<file path="config.mk">
export PLATFORM = sky130hd
export DESIGN_NAME = tap_stepper
export DESIGN_NICKNAME = d
export VERILOG_FILES = /design/src/rtl/tap_pkg.sv /design/src/rtl/tap_dir_arbiter.sv /design/src/rtl/tap_scan_timer.sv /design/src/rtl/tap_position.sv /design/src/rtl/tap_stepper.sv
export SDC_FILE = /design/constraint.sdc
export NUM_CORES = 1
export LEC_CHECK = 0
export BUFFER_PORTS_ARGS = -buffer_cell sky130_fd_sc_hd__clkbuf_2
export CORE_MARGIN = 3
export CORE_UTILIZATION = 60
export DETAILED_ROUTE_END_ITERATION = 8
export GPL_TIMING_DRIVEN = 0
export PLACE_DENSITY_LB_ADDON = 0.25
export SLEW_MARGIN = 20
export SYNTH_ARGS = -nofsm -noshare
export SYNTH_HDL_FRONTEND = slang
export SYNTH_SLANG_ARGS = --single-unit
</file>
<file path="constraint.sdc">
create_clock -name clk -period 8.8 [get_ports clk]
set_input_delay 1.32 -clock clk [delete_from_list [all_inputs] [get_ports clk]]
set_output_delay 1.32 -clock clk [all_outputs]
set_load 0.01 [all_outputs]
</file>
<file path="src/rtl/tap_pkg.sv">
package tap_pkg;
  typedef enum logic [1:0] {
    DIR_NONE = 2'd0,
    DIR_UP   = 2'd1,
    DIR_DN   = 2'd2
  } dir_e;
endpackage

</file>
<file path="src/rtl/tap_dir_arbiter.sv">
module tap_dir_arbiter
  import tap_pkg::*;
(
  input  logic up_press,
  input  logic up_held,
  input  logic dn_press,
  input  logic dn_held,
  input  logic scan_fire,
  output dir_e hold_dir,
  output logic step_up,
  output logic step_dn
);
  // lowering has priority over raising in both hold and press paths
  assign hold_dir = dn_held ? DIR_DN : (up_held ? DIR_UP : DIR_NONE);

  always_comb begin
    step_dn = dn_press | (scan_fire & (hold_dir == DIR_DN));
    step_up = ~step_dn & (up_press | (scan_fire & (hold_dir == DIR_UP)));
  end
endmodule

</file>
<file path="src/rtl/tap_scan_timer.sv">
module tap_scan_timer
  import tap_pkg::*;
#(
  parameter int START_TICKS = 800,
  parameter int SCAN_TICKS  = 250
) (
  input  logic clk,
  input  logic rst,
  input  logic ms_tick,
  input  dir_e hold_dir,
  output logic scan_fire
);
  localparam int LIM = (START_TICKS > SCAN_TICKS) ? START_TICKS : SCAN_TICKS;
  localparam int CW  = $clog2(LIM + 1);
  localparam logic [CW-1:0] START_L = CW'(START_TICKS);
  localparam logic [CW-1:0] SCAN_L  = CW'(SCAN_TICKS);

  logic [CW-1:0] cnt_q;
  logic          scanning_q;
  dir_e          prev_dir_q;
  logic          restart;
  logic [CW-1:0] limit;

  always_comb begin
    restart   = (hold_dir == DIR_NONE) || (hold_dir != prev_dir_q);
    limit     = scanning_q ? SCAN_L : START_L;
    scan_fire = !restart && ms_tick && ((cnt_q + 1'b1) == limit);
  end

  always_ff @(posedge clk) begin
    if (rst) begin
      cnt_q      <= '0;
      scanning_q <= 1'b0;
      prev_dir_q <= DIR_NONE;
    end else begin
      prev_dir_q <= hold_dir;
      if (restart) begin
        cnt_q      <= '0;
        scanning_q <= 1'b0;
      end else if (ms_tick) begin
        if (scan_fire) begin
          cnt_q      <= '0;
          scanning_q <= 1'b1;
        end else begin
          cnt_q <= cnt_q + 1'b1;
        end
      end
    end
  end


  release_clear_chk: assert property (@(posedge clk) disable iff (rst)
    (hold_dir == DIR_NONE) |=> !scan_fire);


  cnt_range_chk: assert property (@(posedge clk) disable iff (rst)
    cnt_q < limit);
endmodule

</file>
<file path="src/rtl/tap_position.sv">
module tap_position #(
  parameter int TAPS = 32
) (
  input  logic                    clk,
  input  logic                    rst,
  input  logic                    preset_zero,
  input  logic                    step_up,
  input  logic                    step_dn,
  output logic [$clog2(TAPS)-1:0] tap_q
);
  localparam int PW = $clog2(TAPS);
  localparam logic [PW-1:0] FULL = PW'(TAPS - 1);
  localparam logic [PW-1:0] MID  = PW'(TAPS / 2);

  always_ff @(posedge clk) begin
    if (rst) begin
      tap_q <= preset_zero ? '0 : MID;
    end else if (step_dn) begin
      if (tap_q != '0) tap_q <= tap_q - 1'b1;
    end else if (step_up) begin
      if (tap_q != FULL) tap_q <= tap_q + 1'b1;
    end
  end


  single_step_chk: assert property (@(posedge clk) disable iff (rst)
    ({1'b0, tap_q} == {1'b0, $past(tap_q)}) ||
    ({1'b0, tap_q} == {1'b0, $past(tap_q)} + 1'b1) ||
    ({1'b0, tap_q} + 1'b1 == {1'b0, $past(tap_q)}));


  top_sat_chk: assert property (@(posedge clk) disable iff (rst)
    (tap_q == FULL) |=> (tap_q >= FULL - 1'b1));


  bottom_sat_chk: assert property (@(posedge clk) disable iff (rst)
    (tap_q == '0) |=> (tap_q <= PW'(1)));
endmodule

</file>
<file path="src/rtl/tap_stepper.sv">
module tap_stepper
  import tap_pkg::*;
#(
  parameter int TAPS        = 32,
  parameter int START_TICKS = 800,
  parameter int SCAN_TICKS  = 250
) (
  input  logic                    clk,
  input  logic                    rst,
  input  logic                    ms_tick,
  input  logic                    preset_zero,
  input  logic                    up_press,
  input  logic                    up_held,
  input  logic                    dn_press,
  input  logic                    dn_held,
  output logic [$clog2(TAPS)-1:0] tap_code
);
  localparam int PW = $clog2(TAPS);

  dir_e hold_dir;
  logic scan_fire;
  logic step_up;
  logic step_dn;

  tap_dir_arbiter u_arb (
    .up_press (up_press),
    .up_held  (up_held),
    .dn_press (dn_press),
    .dn_held  (dn_held),
    .scan_fire(scan_fire),
    .hold_dir (hold_dir),
    .step_up  (step_up),
    .step_dn  (step_dn)
  );

  tap_scan_timer #(
    .START_TICKS(START_TICKS),
    .SCAN_TICKS (SCAN_TICKS)
  ) u_timer (
    .clk      (clk),
    .rst      (rst),
    .ms_tick  (ms_tick),
    .hold_dir (hold_dir),
    .scan_fire(scan_fire)
  );

  tap_position #(.TAPS(TAPS)) u_pos (
    .clk        (clk),
    .rst        (rst),
    .preset_zero(preset_zero),
    .step_up    (step_up),
    .step_dn    (step_dn),
    .tap_q      (tap_code)
  );


  mid_preset_chk: assert property (@(posedge clk) disable iff (rst)
    ($past(rst) && !$past(preset_zero)) |-> (tap_code == PW'(TAPS / 2)));


  idle_hold_chk: assert property (@(posedge clk) disable iff (rst)
    (!up_press && !dn_press && !up_held && !dn_held) |=> $stable(tap_code));


  both_dec_chk: assert property (@(posedge clk) disable iff (rst)
    (up_press && dn_press && tap_code != '0) |=> (tap_code + 1'b1 == $past(tap_code)));
endmodule

</file>
Yosys cells after proc, flatten, opt, wreduce, memory -nomap -nowiden:

Index checks and enable logic that the tools add are counted.

* register bits after elaboration: 18
* word-level logic and storage cells: 40
* bits of input ports: 8
* output and inout port bits: 5

* bitwise gates (word level): 6
* mux-type cells: 10
* add/subtract/negate cells: 3
* reductions and logical operators: 11
* equal/unequal tests: 6

Operator list (count)
* $mux 5: 6
* $mux 10: 2
* $add 10x1->10 const B: 1
* $eq 10x10->1: 1
* $reduce_bool 3->1: 2
* $add 5x1->5 const B: 1
* $ne 5x5->1 const B: 1
* $reduce_bool 5->1: 1
* $sub 5x1->5 const B: 1
* $and 1x1->1: 3
* $ne 3x2->1 const B: 1
* $reduce_and 3->1: 1
* $eq 2x1->1 const B: 1
* $eq 2x2->1 const B: 1
* $logic_and 1x1->1: 2
* $logic_not 2->1: 1
* $mux 2: 1
* $ne 2x2->1: 1
* $or 1x1->1: 2
* $reduce_and 2->1: 1
* $reduce_or 2->1: 1
* $logic_not 1->1: 1
* $logic_or 1x1->1: 1
* $mux 1: 1
* $not 1->1: 1

Longest topological paths before layout:

Gate-level depths: netlist (run 1).

* word-level depth: 14
* gate-level depth with buffers: 15
* depth with buffers taken out: 14

Modules after synthesis:

Synthesis (run 1) repeated with hierarchy kept, for this count alone.

* cell total of the unflattened synthesis: 143
* area, all modules: 1276.2 sq um

Modules (own cells, without submodules)
* tap_scan_timer: cells each 107, instances 1, area each 903.4 sq um, sequential area each 260.2 sq um
* tap_position: cells each 31, instances 1, area each 342.8 sq um, sequential area each 150.1 sq um
* tap_dir_arbiter: cells each 5, instances 1, area each 30.0 sq um, sequential area each 0.0 sq um

Worst setup path after synthesis (run 1):

No wires, ideal clock.

* path type: input-to-reg
* start: in dn_held
* end: reg u_pos.tap_q[4], data pin
* data required time: 8536 ps
* buffers on the path: 0
* arrival time: 3820 ps
* stages on the path: 12
* setup slack: 4715 ps
* library setup time: 264 ps
* path through: nor4bb_1 a31oi_1 a211oi_4 o211ai_4 o31ai_4 ha_1 nor2b_1 o21a_1 or3_1 and2_1 a221oi_1 nand3b_1

* word-level cells in the longest chain between the ends: 10
* elaborated cells on any way between the ends: 12
* classes of those cells: 2 x eq/ne; 3 x mux; 2 x bitwise; 5 x reduce/logical

RTL lines
* from (decl): line tap_stepper.sv:15 `input logic dn_held,`
* $mux 2 *: line tap_dir_arbiter.sv:14 `assign hold_dir = dn_held ? DIR_DN : (up_held ? DIR_UP : DIR_NONE);`
* $ne 2x2->1 / $logic_not 2->1 (equally long branches): line tap_scan_timer.sv:25 `restart = (hold_dir == DIR_NONE) || (hold_dir != prev_dir_q);`
* $logic_or 1x1->1: line tap_scan_timer.sv:25
* $logic_not 1->1: line tap_scan_timer.sv:27 `scan_fire = !restart && ms_tick && ((cnt_q + 1'b1) == limit);`
* $logic_and 1x1->1 (2 in series): line tap_scan_timer.sv:27
* $and 1x1->1 *: line tap_dir_arbiter.sv:17 `step_dn = dn_press | (scan_fire & (hold_dir == DIR_DN));`
* $or 1x1->1 *: line tap_dir_arbiter.sv:17
* $mux 5 *: line tap_position.sv:18 `end else if (step_dn) begin`
* $mux 5 *: line tap_position.sv:16 `if (rst) begin`
* to (signal assigned): line tap_position.sv:17 `tap_q <= preset_zero ? '0 : MID;`
* to (signal assigned): line tap_position.sv:19 `if (tap_q != '0) tap_q <= tap_q - 1'b1;`
* to (signal assigned): line tap_position.sv:21 `if (tap_q != FULL) tap_q <= tap_q + 1'b1;`
* to (decl): line tap_position.sv:9 `output logic [$clog2(TAPS)-1:0] tap_q`

Mark *: on every way between the ends. The rest lies on a longest branch, timed or not.
A chain may end at the register's enable or synchronous reset.

Worst setup path in the final report (run 1):

Same ends and word-level chain as after synthesis.

==> results of run 1 <==
-- cells by family (layout without fill, tap and decap cells) --
| family | count (synthesis) | in the layout |
|---|---|---|
| mux | 2 | 2 |
| buf+inv | 19 | 34 |
| xor+xnor | 6 | 6 |
| flops | 18 | 18 |
| fa+ha+maj | 5 | 5 |
| compound gates | 41 | 41 |
| simple gates | 73 | 73 |
-- flip-flops by register name, indices dropped and copies added (netlist names) --
signal	count
u_pos.tap_q	5
u_timer.cnt_q	10
u_timer.scanning_q	1
u_timer.prev_dir_q	2
-- power by group --
part / total, mW / switching, mW / internal (mW) / leakage (nW)
registers: 0.104 / 0.00845 / 0.0957 / 0.160
clock network: 0.0530 / 0.0277 / 0.0252 / 0.0210
logic: 0.0577 / 0.0319 / 0.0258 / 0.378
-- worst max-delay path, cell delays in order --
cell and delay, ps:
clkbuf_2 120, nor4bb_1 280, a31oi_1 140, a211oi_4 300, o211ai_4 190, o31ai_4 360, ha_1 320, nor2b_1 150
o21a_1 170, or3_1 340, and2_1 210, a221oi_1 260, nand3b_1 110
-- metal layers --
layer	wire length, um	part of all wire [%]
met1	1380	46
met2	1390	46
met3	141	4.7
met4	78	2.6
met5	0	0
-- Yosys cell counts, drive strengths merged --
master | number | area, sq um
xor2 | 3 | 26.3
o31a | 1 | 8.76
a21o | 1 | 7.51
o211ai | 6 | 58.8
a2bb2oi | 1 | 8.76
ha | 4 | 50.1
nand3 | 7 | 47.6
nand3b | 1 | 7.51
or3b | 1 | 8.76
nor2 | 16 | 67.6
buf | 9 | 82.6
o41ai | 1 | 16.3
or3 | 3 | 23.8
nand4 | 2 | 12.5
a31o | 1 | 8.76
nand2 | 10 | 37.5
a31oi | 3 | 18.8
or2 | 2 | 12.5
nor3 | 8 | 40.0
inv | 8 | 30.0
clkbuf | 2 | 7.51
and4 | 1 | 8.76
a221oi | 1 | 8.76
a21oi | 6 | 30.0
mux2i | 1 | 10.0
nor2b | 4 | 25.0
dfxtp | 13 | 260
fa | 1 | 20.0
a21boi | 1 | 7.51
or2b | 1 | 7.51
edfxtp | 5 | 150
a22o | 2 | 18.8
mux2 | 1 | 11.3
nor4bb | 1 | 10.0
nand2b | 3 | 18.8
o21a | 2 | 15.0
and3 | 3 | 18.8
and2 | 3 | 18.8
nor4 | 4 | 43.8
xnor2 | 3 | 26.3
o21ai | 9 | 45.0
nor4b | 2 | 23.8
o31ai | 3 | 36.3
a211oi | 3 | 40.0
nor3b | 1 | 7.51
-- worst max-delay path by stage --
stage               depth (start not counted)                  endpoint     from
floorplan                                  12  u_pos.tap_q[4]$_DFFE_PP_  dn_held
global placement                           13  u_pos.tap_q[4]$_DFFE_PP_  dn_held
detailed placement                         13  u_pos.tap_q[4]$_DFFE_PP_  dn_held
CTS                                        13  u_pos.tap_q[4]$_DFFE_PP_  dn_held
global route                               13  u_pos.tap_q[4]$_DFFE_PP_  dn_held
finish                                     13  u_pos.tap_q[4]$_DFFE_PP_  dn_held
-- cell type report --
cell class              instances  area [sq um]  area share, %
plain buffers                  11          90.1           5.74
clock buffers                   4          36.3           2.31
inverters                       8          30.0           1.91
multi-input cells             127           913           58.2
flip-flops and latches         18           410           26.1
well taps                      28          35.0           2.23
repair buffers                 11          55.1           3.51
-- through the flow --
stage | total power [mW] | cells | area, sq um
floorplan | 0.145 | 164 | 1440
global placement | 0.160 | 203 | 1530
detailed placement | 0.164 | 203 | 1530
CTS | 0.217 | 207 | 1570
global route | 0.229 | 207 | 1570
finish | 0.215 | 207 | 1570
==> reports/qor.txt, run 1 <==
Tmin final -> 4220 ps
antenna cells -> 0
Synth Instances -> 164
Routed Antenna Nets -> 0
Max Cap Violations -> 0
Worst Reg-to-Reg Cells -> 13
num rows -> 17
Worst Hold Class -> flop to flop
CTS clk-pin slew, worst paths -> 110 ps
most common cell after layout, fill and taps aside -> nor2_1
Hold Crit Endpoint -> u_timer.cnt_q[1]$_SDFFE_PP0P_
busiest grt layer -> met2
Syn. warnings -> 0
Worst Min Path Start -> u_timer.cnt_q[1]$_SDFFE_PP0P_
ratio of cells with drive above 1 in the final layout -> 23.5%
Power per Cell Area -> 137 nW/um^2
Synth Area in Compound Gates -> 22.8%
Worst R2R Start -> u_timer.cnt_q[0]$_SDFFE_PP0P_
Routability Congestion -> 0.896
M2 GR Usage -> 36.0%
Unique masters post-synth -> 56
Final setup viols -> 0
DR pass1 iterations -> 4
CTS tree -> yes
Hold-fix buffers, CTS -> 0
vias in the first global route -> 1146
Leak -> 0.559 nW
syn avg cell area -> 8.80 sq um
achievable frequency -> 0.237 GHz
I/O pins -> 13
xor and xnor fraction of the mapped netlist area -> 3.64%
total track usage -> 22.7%
CTS resizes -> 0
routed length per instance -> 14.5 um
register area share after synthesis -> 28.4%
largest net degree at the start of global routing -> 11
Critical Path AT -> 4280 ps
Worst-Margin Slew -> 560 ps
worst slack at placement -> 4280 ps
hold path cells -> 2
Final nets -> 193
RR Endpoint -> u_pos.tap_q[4]$_DFFE_PP_
Final Cycle Share -> 48.0%
total negative setup slack -> 0 ps
H-tree levels -> 1
Clock Latency Late Sink -> 300 ps
kind of critical path -> input port to flop
combinational family with the most area after synthesis -> simple AND/OR/NAND/NOR gates
startpoint types -> input port
CP max FO -> 8
Adder-Cell Fraction of Synth Area -> 4.85%
GR Overflow Total -> 0
Die W -> 55.1 um
Die H -> 55.1 um
max-slew violations -> 0
most frequent cells in the layout -> 15 x nor2_1, 13 x dfxtp_1, 11 x clkbuf_2
HPWL after detailed placement -> 2230 um
setup slack, reg-to-reg -> 4970 ps
clk buf depth -> 2
Layout area overhead -> 8.75%
post-synthesis mux area share -> 1.47%
Yosys reg bits -> 18
first-pass GRT wire length -> 4970 um
crit end category -> flop
Crit path required time -> 8860 ps
met1 usage -> 30.1%
status -> finished, final reports clean
VDD IR max -> 0.106 mV
core area -> 2250 sq um
buffers added on ports -> 11
DR vias/cell -> 6.22
initial antenna violation count -> 0
Initial Util -> 64.0%
slew margin rel. -> 62.5%
met3 Use GR -> 4.02%
drt total wl -> 3000 um
syn nets -> 177
routed via count -> 1288
Netlist Area Pre-Place -> 1440 sq um
fin util -> 69.6%
DRC -> 0
Iter 0 DRT Violations -> 37
fillcell total -> 177
endpoints failing hold -> 0
CTS buffer count -> 3
Post-CTS Repair Setup Buffers -> 0
final setup margin -> 4580 ps
Root Buffer -> clkbuf_4
die area -> 3030 sq um
synthesized-area fraction occupied by and/or/nand/nor cells -> 30.5%
hold slack -> 558 ps
skew final -> 2.42 ps
RSZ-0062 raised after global routing -> no
clock sinks -> 18
No activity file was read; power rests on OpenSTA's default activity.
==> inputs of run 2 (changes only) <==
--- a/config.mk
+++ b/config.mk
@@ -7,7 +7,7 @@
 export LEC_CHECK = 0
 export BUFFER_PORTS_ARGS = -buffer_cell sky130_fd_sc_hd__clkbuf_2
 export CORE_MARGIN = 3
-export CORE_UTILIZATION = 60
+export CORE_UTILIZATION = 53
 export DETAILED_ROUTE_END_ITERATION = 8
 export GPL_TIMING_DRIVEN = 0
 export PLACE_DENSITY_LB_ADDON = 0.25
==> constraint.sdc (replaced) <==
create_clock -name clk -period 3.77 [get_ports clk]
set_input_delay 0.5655 -clock clk [delete_from_list [all_inputs] [get_ports clk]]
set_output_delay 0.5655 -clock clk [all_outputs]
set_load 0.01 [all_outputs]
==> run 2 against run 1 <==
  * First-iteration DRC count increased by 120%
  * Routed wire length up 5.6%
  * Cell area is 1.8% higher
  * Combinational power up 130%
  * Critical path type is now flop to flop
==> reports/qor.txt, run 2 (synthesis results as in run 1) <==
CP max FO -> 8 (unchanged)
highest-delay cell along the critical path -> dfxtp_2 (was o31ai_4)
endpoints failing hold -> 0 (unchanged)
Routed Antenna Nets -> 0 (unchanged)
RR Endpoint -> u_pos.tap_q[4]$_DFFE_PP_ (unchanged)
Final nets -> 196 (was 193)
startpoint types -> flop (was input port)
core area -> 2520 sq um (was 2250 sq um)
drt total wl -> 3160 um (was 3000 um)
most common cell after layout, fill and taps aside -> nor2_1 (unchanged)
max reg flops -> 10 (unchanged)
crit path launch -> u_timer.cnt_q[0]$_SDFFE_PP0P_ (was dn_held)
Routability Congestion -> 0.824 (was 0.896)
Final setup viols -> 0 (unchanged)
H-tree levels -> 1 (unchanged)
post-route insts no fill -> 212 (was 207)
clock sinks -> 18 (unchanged)
HPWL after detailed placement -> 2330 um (was 2230 um)
vias in the first global route -> 1222 (was 1146)
ratio of cells with drive above 1 in the final layout -> 26.9% (was 23.5%)
CTS buffer count -> 3 (unchanged)
status -> finished, final reports clean (unchanged)
skew final -> 3.76 ps (was 2.42 ps)
DR pass1 iterations -> 4 (unchanged)
crit end category -> flop (unchanged)
Crit path max-delay family -> simple AND/OR/NAND/NOR gates (was compound AO/OA/AOI/OAI gates)
Hold Crit Endpoint -> u_timer.prev_dir_q[1]$_SDFF_PP0_ (was u_timer.cnt_q[1]$_SDFFE_PP0P_)
achievable frequency -> 0.276 GHz
buffers added on ports -> 11 (unchanged)
VDD IR max -> 0.257 mV (was 0.106 mV)
Die W -> 58.2 um (was 55.1 um)
largest net degree at the start of global routing -> 11 (unchanged)
setup slack, reg-to-reg -> 150 ps (was 4970 ps)
DRC -> 0 (unchanged)
Layout area overhead -> 10.7% (was 8.75%)
Iter 0 DRT Violations -> 81 (was 37)
Root Buffer -> clkbuf_4 (unchanged)
initial antenna violation count -> 0 (unchanged)
slew margin rel. -> 59.9% (was 62.5%)
total power -> 0.483 mW (was 0.215 mW)
DR vias/cell -> 6.05 (was 6.22)
num rows -> 18 (was 17)
hold slack -> 447 ps (was 558 ps)
CTS clk-pin slew, worst paths -> 110 ps (about the same)
CP max stage delay -> 420 ps (was 360 ps)
routed via count -> 1283 (was 1288)
Leak -> 0.568 nW (was 0.559 nW)
fillcell total -> 223 (was 177)
Die H -> 58.2 um (was 55.1 um)
Worst Hold Class -> input port to flop (was flop to flop)
Inst Count DP -> 205 (was 203)
Most flops, register -> u_timer.cnt_q (unchanged)
Tmin final -> 3620 ps
CP Cell Sequence -> ha_2 > and2_2 > and3_1 > a21oi_1 > a22o_2 > o31ai_4 > ha_1 > nor2b_1 > o21a_1 > or3_1 > and2_1 > a221oi_1 > nand3b_1 (was clkbuf_2 > nor4bb_1 > a31oi_1 > a211oi_4 > o211ai_4 > o31ai_4 > ha_1 > nor2b_1 > o21a_1 > or3_1 > and2_1 > a221oi_1 > nand3b_1)
sequential cell area -> 413 sq um (was 410 sq um)
hold path cells -> 2 (unchanged)
antenna cells -> 0 (unchanged)
CTS tree -> yes (unchanged)
area occupied by multi-input gates -> 923 sq um (was 913 sq um)
Worst Reg-to-Reg Cells -> 13 (unchanged)
Worst-Margin Slew -> 599 ps (was 560 ps)
first-pass GRT wire length -> 5380 um (was 4970 um)
RSZ-0062 raised after global routing -> no (unchanged)
most frequent cells in the layout -> 15 x nor2_1, 11 x clkbuf_2, 11 x dfxtp_1 (was 15 x nor2_1, 13 x dfxtp_1, 11 x clkbuf_2)
routed length per instance -> 14.9 um (was 14.5 um)
WP buf/inv -> 0 (was 1)
Initial Util -> 57.2% (was 64.0%)
clk buf depth -> 2 (unchanged)
max-slew violations -> 0 (unchanged)
total negative setup slack -> 0 ps (unchanged)
die area -> 3390 sq um (was 3030 sq um)
kind of critical path -> flop to flop (was input port to flop)
biggest regs -> u_timer.cnt_q x10, u_pos.tap_q x5, u_timer.prev_dir_q x2 (unchanged)
Critical Path AT -> 3670 ps (was 4280 ps)
Worst R2R Start -> u_timer.cnt_q[0]$_SDFFE_PP0P_ (unchanged)
I/O pins -> 13 (unchanged)
Final Cycle Share -> 96.1%
GR Overflow Total -> 0 (unchanged)
Worst Min Path Start -> rst (was u_timer.cnt_q[1]$_SDFFE_PP0P_)
Power per Cell Area -> 303 nW/um^2 (was 137 nW/um^2)
Hold-fix buffers, CTS -> 0 (unchanged)
Max Cap Violations -> 0 (unchanged)
total track usage -> 19.9% (was 22.7%)
Clock Latency Late Sink -> 290 ps (was 300 ps)
Crit path required time -> 3810 ps (was 8860 ps)
-- run 2: cell count changes in the layout (fill, tap and decap cells not counted), sizes merged --
| cell | delta |
|---|---|
| buf | +3 |
| clkbuf | -1 |
| clkinv | +1 |
-- run 2: worst reg2reg max path, stage by stage, from the launching register on --
cell and delay [ps]:
dfxtp_2 420, ha_2 270, and2_2 220, and3_1 240, a21oi_1 90, a22o_2 310, o31ai_4 320, ha_1 310
nor2b_1 150, o21a_1 170, or3_1 320, and2_1 200, a221oi_1 240, nand3b_1 120
-- run 2: stage by stage --
| stage | util (%) | cell area (sq um) | setup WS, ps |
|---|---|---|---|
| 3_5_place_dp | 60.9 | 1540 | -6.48 |
| 5_1_grt | 63.3 | 1600 | 5.92 |
| 4_1_cts | 62.0 | 1560 | 1.10 |
| 2_1_floorplan | - | 1440 | 401 |
| 3_3_place_gp | 60.9 | 1540 | 92.1 |
| 6_report | 63.3 | 1600 | 148 |
-- run 2: routing by layer --
metal	global-route usage [%]	wire length, um	vias up
met3	4.23	184	4
met2	32.6	1510	46
met1	26.3	1460	599
met4	5.63	16	0
li1	-	-	634
met5	0	0	-
-- run 2: final cells by class --
cell class              instances  share of cell area [%]
clock inverters                 1                   0.235
plain buffers                  11                    5.64
inverters                       8                    1.88
multi-input cells             127                    57.8
repair buffers                 14                    4.86
well taps                      30                    2.35
flip-flops and latches         18                    25.8
clock buffers                   3                    1.41
-- run 2: power by group --
group	switching, mW	total, mW	internal (mW)	leakage [nW]
Clock	0.0644	0.103	0.0385	0.0154
Sequential	0.0227	0.246	0.223	0.161
Combinational	0.0734	0.134	0.0610	0.392
-- run 2: worst max path at each step --
stage	endpoint	depth (start not counted)	slack (ps)
2_1_floorplan	u_pos.tap_q[4]$_DFFE_PP_	13	400
5_1_grt	u_pos.tap_q[4]$_DFFE_PP_	13	6
4_1_cts	u_pos.tap_q[4]$_DFFE_PP_	13	1
3_5_place_dp	u_pos.tap_q[4]$_DFFE_PP_	13	-6
3_3_place_gp	u_pos.tap_q[4]$_DFFE_PP_	13	90
6_report	u_pos.tap_q[4]$_DFFE_PP_	13	150
-- run 2: repair_timing --
action | in CTS | in global routing
gates resized for setup | 0 | 5
endpoints found under the setup margin | 0 | 1
endpoints found under the hold margin | 0 | 0
buffers inserted | 0 | 3
